$ cat src/rtl/scr_pkg.sv
package scr_pkg;
  typedef struct packed {
    logic cs_high;
    logic cs_rise;
    logic sck_rise;
    logic sck_fall;
    logic sdi;
  } pin_evt_t;
endpackage

$ cat src/rtl/scr_sync_bit.sv
module scr_sync_bit #(
  parameter int STAGES  = 2,
  parameter bit RST_VAL = 1'b0
) (
  input  logic clk,
  input  logic rst,
  input  logic d,
  output logic q
);
  logic [STAGES-1:0] chain;

  always_ff @(posedge clk) begin
    if (rst) chain <= {STAGES{RST_VAL}};
    else     chain <= {chain[STAGES-2:0], d};
  end

  assign q = chain[STAGES-1];
endmodule

$ cat src/rtl/scr_pin_front.sv
module scr_pin_front
  import scr_pkg::*;
#(
  parameter int STAGES = 2
) (
  input  logic     clk,
  input  logic     rst,
  input  logic     cs_n_pin,
  input  logic     sck_pin,
  input  logic     sdi_pin,
  output pin_evt_t evt
);
  localparam int              NPIN = 3;
  localparam logic [NPIN-1:0] IDLE = 3'b001;  // select idles high

  logic [NPIN-1:0] raw;
  logic [NPIN-1:0] syn;
  logic            cs_d, sck_d;

  assign raw = {sdi_pin, sck_pin, cs_n_pin};

  for (genvar g = 0; g < NPIN; g++) begin : g_sync
    scr_sync_bit #(.STAGES(STAGES), .RST_VAL(IDLE[g])) u_sync (
      .clk(clk), .rst(rst), .d(raw[g]), .q(syn[g])
    );
  end

  always_ff @(posedge clk) begin
    if (rst) begin
      cs_d  <= 1'b1;
      sck_d <= 1'b0;
    end else begin
      cs_d  <= syn[0];
      sck_d <= syn[1];
    end
  end

  always_comb begin
    evt.cs_high  = syn[0];
    evt.cs_rise  = syn[0] & ~cs_d;
    evt.sck_rise = syn[1] & ~sck_d & ~syn[0];
    evt.sck_fall = ~syn[1] & sck_d & ~syn[0];
    evt.sdi      = syn[2];
  end
endmodule

$ cat src/rtl/scr_shift.sv
module scr_shift
  import scr_pkg::*;
#(
  parameter int WORD_W = 16
) (
  input  logic              clk,
  input  logic              rst,
  input  logic              clr_n,
  input  pin_evt_t          evt,
  output logic [WORD_W-1:0] sr,
  output logic              sdo
);
  localparam int TOP = WORD_W - 1;

  always_ff @(posedge clk or negedge clr_n) begin
    if (!clr_n) begin
      sr  <= '0;
      sdo <= 1'b0;
    end else if (rst) begin
      sr  <= '0;
      sdo <= 1'b0;
    end else begin
      if (evt.sck_rise) sr  <= {sr[TOP-1:0], evt.sdi};
      if (evt.sck_fall) sdo <= sr[TOP];
    end
  end

  AST_HOLD_DESELECTED: assert property (@(posedge clk) disable iff (rst || !clr_n)
    evt.cs_high |=> $stable(sr));
  AST_SDO_QUIET_DESELECTED: assert property (@(posedge clk) disable iff (rst || !clr_n)
    evt.cs_high |=> $stable(sdo));
endmodule

$ cat src/rtl/scr_capture.sv
module scr_capture
  import scr_pkg::*;
#(
  parameter int WORD_W = 16
) (
  input  logic              clk,
  input  logic              rst,
  input  logic              clr_n,
  input  pin_evt_t          evt,
  input  logic [WORD_W-1:0] sr,
  output logic [WORD_W-1:0] word_q,
  output logic              word_vld
);
  always_ff @(posedge clk or negedge clr_n) begin
    if (!clr_n) begin
      word_q   <= '0;
      word_vld <= 1'b0;
    end else if (rst) begin
      word_q   <= '0;
      word_vld <= 1'b0;
    end else begin
      word_vld <= evt.cs_rise;
      if (evt.cs_rise) word_q <= sr;
    end
  end

  AST_STROBE_SINGLE: assert property (@(posedge clk) disable iff (rst || !clr_n)
    word_vld |=> !word_vld);
  AST_STROBE_DESELECTED: assert property (@(posedge clk) disable iff (rst || !clr_n)
    word_vld |-> evt.cs_high);
  AST_WORD_HELD: assert property (@(posedge clk) disable iff (rst || !clr_n)
    !word_vld |-> $stable(word_q));
endmodule

$ cat src/rtl/spi_chain_rx.sv
module spi_chain_rx
  import scr_pkg::*;
#(
  parameter int WORD_W      = 16,
  parameter int SYNC_STAGES = 2
) (
  input  logic              clk,
  input  logic              rst,
  input  logic              clr_n,
  input  logic              cs_n_pin,
  input  logic              sck_pin,
  input  logic              sdi_pin,
  output logic              sdo,
  output logic [WORD_W-1:0] word_q,
  output logic              word_vld
);
  pin_evt_t          evt;
  logic [WORD_W-1:0] sr;

  scr_pin_front #(.STAGES(SYNC_STAGES)) u_front (
    .clk(clk), .rst(rst), .cs_n_pin(cs_n_pin), .sck_pin(sck_pin),
    .sdi_pin(sdi_pin), .evt(evt)
  );

  scr_shift #(.WORD_W(WORD_W)) u_shift (
    .clk(clk), .rst(rst), .clr_n(clr_n), .evt(evt), .sr(sr), .sdo(sdo)
  );

  scr_capture #(.WORD_W(WORD_W)) u_capture (
    .clk(clk), .rst(rst), .clr_n(clr_n), .evt(evt), .sr(sr),
    .word_q(word_q), .word_vld(word_vld)
  );

  AST_CLEAR_EMPTIES: assert property (@(posedge clk) disable iff (rst)
    !clr_n |-> (word_q == '0 && !sdo && !word_vld));
endmodule

$ cat config.mk
export PLATFORM = sky130hd
export DESIGN_NAME = spi_chain_rx
export DESIGN_NICKNAME = d
export VERILOG_FILES = /design/src/rtl/scr_pkg.sv /design/src/rtl/scr_sync_bit.sv /design/src/rtl/scr_pin_front.sv /design/src/rtl/scr_shift.sv /design/src/rtl/scr_capture.sv /design/src/rtl/spi_chain_rx.sv
export SDC_FILE = /design/constraint.sdc
export NUM_CORES = 1
export LEC_CHECK = 0
export BUFFER_PORTS_ARGS = -buffer_cell sky130_fd_sc_hd__buf_2
export CORE_ASPECT_RATIO = 0.7
export CORE_MARGIN = 1
export CORE_UTILIZATION = 46
export CTS_CLUSTER_DIAMETER = 50
export DETAILED_ROUTE_END_ITERATION = 10
export PLACE_DENSITY_LB_ADDON = 0.25
export SETUP_SLACK_MARGIN = 0.15
export SLEW_MARGIN = 20
export SYNTH_ARGS = -nofsm -noshare
export SYNTH_HDL_FRONTEND = slang
export SYNTH_SLANG_ARGS = --single-unit
$ cat constraint.sdc
create_clock -name clk -period 1.44 [get_ports clk]
set_input_delay 0.072 -clock clk [delete_from_list [all_inputs] [get_ports clk]]
set_output_delay 0.072 -clock clk [all_outputs]
set_load 0.02 [all_outputs]
# ---- Yosys cells after proc, flatten, opt, wreduce, memory -nomap -nowiden
# Index checks and enable logic that the tools add are counted.
# Widths: inputs -> output; s select.
dict set report totals {
  input_bits 6
  mem_count 0
  latch_bits 0
  register_bits 42
  output_inout_bits 18
  rom_bits 0
  mem_bits_rw 0
}
dict set report classes {
  mux 7
  order_cmp 0
  n_reduce_logical 3
  eq_ne 0
  multipliers 0
  n_bitwise 9
  div_mod_pow 0
  add_sub_neg 0
  shift 0
}
# op count
set op_table {}
lappend op_table {{$mux 16} 4}
lappend op_table {{$reduce_bool 2->1} 3}
lappend op_table {{$and 1x1->1} 5}
lappend op_table {{$not 1->1} 4}
lappend op_table {{$mux 1} 3}

# ---- Depth between registers and ports, before layout
dict set report depth {
  ltp_word 5
  depth_mapped 5
  ltp_nobuf 3
}

# ---- Hierarchy
# Synthesis repeated with hierarchy kept, for this count alone.
dict set report hier_totals {
  cells_unflattened 130
  hier_area_um2 1640.3
}
# mod cells_per_inst area_each_um2 instances seq_area_each_um2
set modules_own_cells {}
lappend modules_own_cells {scr_shift 55 700.7 1 425.4}
lappend modules_own_cells {scr_capture 54 693.2 1 425.4}
lappend modules_own_cells {scr_sync_bit 4 52.6 3 40.0}
lappend modules_own_cells {scr_pin_front 9 88.8 1 40.0}

# ---- Worst setup path before layout
# OpenSTA, ideal clock, no wires.
dict set report synth_timing {
  path_kind {reg-to-reg}
  from {register u_front.g_sync[0].u_sync.chain[1]}
  to {register u_shift.sr[5]}
  t_required_ns 1.304
  stages_incl_launch_ff 6
  t_arrival_ns 1.074
  period_less_slack_ns 1.210
  setup_ns 0.136
  slack_ns 0.230
  cell_sequence {dfxtp_1 or3b_1 buf_6 buf_6 nand2_1 a21oi_1}
}
dict set report synth_via {
  elab_chain_cells 3
}
# item line
set synth_rtl {}
lappend synth_rtl {{start, declared} scr_sync_bit.sv:10} ;# logic [STAGES-1:0] chain;
lappend synth_rtl {{start signal, assigned} scr_sync_bit.sv:13} ;# if (rst) chain <= {STAGES{RST_VAL}};
lappend synth_rtl {{start signal, assigned} scr_sync_bit.sv:14} ;# else chain <= {chain[STAGES-2:0], d};
lappend synth_rtl {{$not 1->1} scr_pin_front.sv:41} ;# evt.sck_rise = syn[1] & ~sck_d & ~syn[0];
lappend synth_rtl {{$and 1x1->1} scr_pin_front.sv:41}
lappend synth_rtl {{$reduce_bool 2->1 (no line)} -}
lappend synth_rtl {{end signal, assigned} scr_shift.sv:23} ;# if (evt.sck_rise) sr <= {sr[TOP-1:0], evt.sdi};
lappend synth_rtl {{end, declared} scr_shift.sv:10} ;# output logic [WORD_W-1:0] sr,
# No other way between the ends.
# A chain may end at the register's enable or synchronous reset.

# ---- Worst setup path in the final report
dict set report layout_timing {
  from {register u_front.g_sync[0].u_sync.chain[1]}
  to {register u_shift.sr[8]}
}
# Same word-level chain as after synthesis.

==> results.toml <==
[final_layout]
final_common_cell = "nand2_1"
drive_gt1_share_pct = 20.00
fill_cells = 310
final-seq-area_mm2 = 0.001011
antenna_cells = 0
multi_input_area_um2 = 516.7
nNetsFinal = 196
syn2layout_area_growth_pct = 14.66
final_cells = 237
mostFrequentLayoutCells = "nand2_1, dfrtp_1, a21oi_1"

[power_and_ir_drop]
pwr_density_cell_mw_per_mm2 = 1064
ir_worst_vdd_uv = 654.4
leakage_nw = 0.8172
p_total_mw = 1.948

[grt]
grt_max_degree = 43
gr-total-overflow = 0
grt_pass1_wl_um = 5002
antenna_found_initial = 0
grtUsageTotal_pct = 18.71
grt_pass1_vias = 1099

[route]
wl_met2_um = 1338
ant_nets = 0
highest_layer = "met4"
route.detailed.drc = 0
drt_iter0_markers = 99
vias = 1163
wl_met1_um = 1477
wl_per_cell_um = 12.51
avgViaCountPerCell = 4.907
wirelength_um = 2964
wl_met3_um = 141
dr.pass1.iters = 4

[cts]
cts_root_buf = "clkbuf_8"
cts.sink_count = 42
htreeDepth = 2
path_clk_slew_ps = 70
numCtsBuffers = 5
cts_tree = "built"
clockBufferDepth = 2
postCtsSetupBuffers = 0
clk-insertion-delay-late_ps = 280

[worst_setup_path]
crit_path_max_fanout = 16
crit_path_top_delay_cell = "or3b_4"
r2r_start = "u_front.g_sync[0].u_sync.chain[1]"
path_depth = 3
worstPathRequired_ps = 1580
critical_path.max_stage_delay_ps = 520
r2r_cells = 3
critical_path_class = "reg2reg"
end_kind = "register"
cp-endpoint = "u_shift.sr[8]"
crit_family = "simple AND/OR/NAND/NOR gates"
worstSetupStartpointType = "register"
worstPathCellList = "or3b_4, nand2_1, a21oi_1"
crit_buf_inv = 0
timing.rr.end = "u_shift.sr[8]"
startpoint = "u_front.g_sync[0].u_sync.chain[1]"
worstPathArrival_ps = 1350
r2r_slack_ps = 230

[place]
hpwl_um = 1852
port_buffers = 23
gp_congestion = 0.7039
post-place-ws_ps = 37.23
dp.cells = 227

[sta]
fmax_ghz = 0.8244
skew_ps = 2.735
hold_violations = 0
drv_slew = 0
timing.setup.tns_ps = 0
worst_slack_ps = 227.0
min_period_ps = 1213
rsz0062_at_grt = "false"
final_min_period_over_clock_period_pct = 84.23
worst_pin_slew_ps = 726.8
relSlewSlack_pct = 51.54
setup_viol = 0

[logic_synthesis]
ys_seq_area_share_pct = 63.32
synth.ff_latch_count = 42
yosysWarnings = 0
syn_area_mm2 = 0.001597
synth_area_per_cell_um2 = 9.676
synth_cells = 165
synth_cell_types = 18
syn_nets = 171

[floorplan]
row_count = 17
core_region_area_mm2 = 0.003233
die_area_mm2 = 0.003714
dieWidth_um = 72.42
num_io_pins = 24
fp.dieH_um = 51.29
start_util_pct = 49.38

[hold_path]
hp-class = "in2reg"

[run_status]
status = "finished, final reports clean"

[flow_run]
cap_violations = 0
## layer usage
| metal | vias up | track usage (%) |
|---|---|---|
| li1 | 575 | - |
| met1 | 559 | 24.62 |
| met2 | 27 | 27.88 |
| met3 | 2 | 8.284 |
| met4 | 0 | 5.556 |
| met5 | - | 0 |
## worst register-to-register path, delay by kind of cell (launching register included)
kind	cells	cell delay [ps]
AND/OR/NAND/NOR	2	640
flip-flops	1	360
AO/OA/AOI/OAI	1	60
## worst min path at each step
stage,from,to,cells after the start,slack (ps)
global placement,clr_n,u_capture.word_q[10],1,160
CTS,sck_pin,u_front.g_sync[1].u_sync.chain[0],2,5
detailed placement,clr_n,u_capture.word_q[8],1,170
global route,sck_pin,u_front.g_sync[1].u_sync.chain[0],2,40
floorplan,clr_n,u_capture.word_q[0],0,-220
finish,sck_pin,u_front.g_sync[1].u_sync.chain[0],2,10
## power breakdown
group,switching (mW),internal [mW]
Combinational,0.0481,0.0201
Clock,0.356,0.334
Sequential,0.00509,1.19
## final cells by class
| cell class | instances | area share [%] |
|---|---|---|
| Clock buffer | 7 | 4.170 |
| Tap cell | 47 | 3.213 |
| Timing Repair Buffer | 29 | 9.159 |
| Sequential cell | 42 | 55.23 |
| Multi-Input combinational cell | 112 | 28.23 |
## sequential cells by signal, indices dropped and copies added (netlist names)
register / count
u_capture.word_q: 16
u_shift.sr: 16
u_front.g_sync.u_sync.chain: 6
u_capture.word_vld: 1
u_front.cs_d: 1
u_front.sck_d: 1
u_shift.sdo: 1
## cells in the mapped netlist, drive strengths merged
| cell | number | area share [%] |
|---|---|---|
| nand2 | 64 | 15 |
| mux2i | 1 | 0.63 |
| nand2b | 1 | 0.39 |
| dfxtp | 8 | 10 |
| or2 | 3 | 1.2 |
| nor2b | 6 | 2.4 |
| nor2 | 2 | 0.47 |
| dfrtp | 34 | 53 |
| nor3b | 2 | 1.3 |
| buf | 6 | 3.2 |
| clkbuf | 5 | 1.3 |
| a21oi | 32 | 10 |
| or3b | 1 | 0.55 |
## stage by stage
stage / instance area [um^2] / util, % / hold WS (ps)
floorplan: 1597 / - / -223.6
global placement: 1722 / 53.25 / 159.2
detailed placement: 1722 / 53.25 / 171.2
CTS: 1831 / 56.62 / 4.679
global route: 1831 / 56.62 / 35.21
finish: 1831 / 56.62 / 13.26
## cell families after synthesis
logic type | count (synthesis) | share of synthesized area [%]
and+or+nand+nor | 79 | 21.55
DFF | 42 | 63.32
AOI/OAI and AO/OA | 32 | 10.03
buffers and inverters | 11 | 4.467
muxes | 1 | 0.6270
## repair_timing
action,CTS,global route
hold buffers,3,0
setup endpoints to repair,16,0
endpoints found under the hold margin,36,0
resized for setup,1,0
Power figures use the tool's default switching activity.
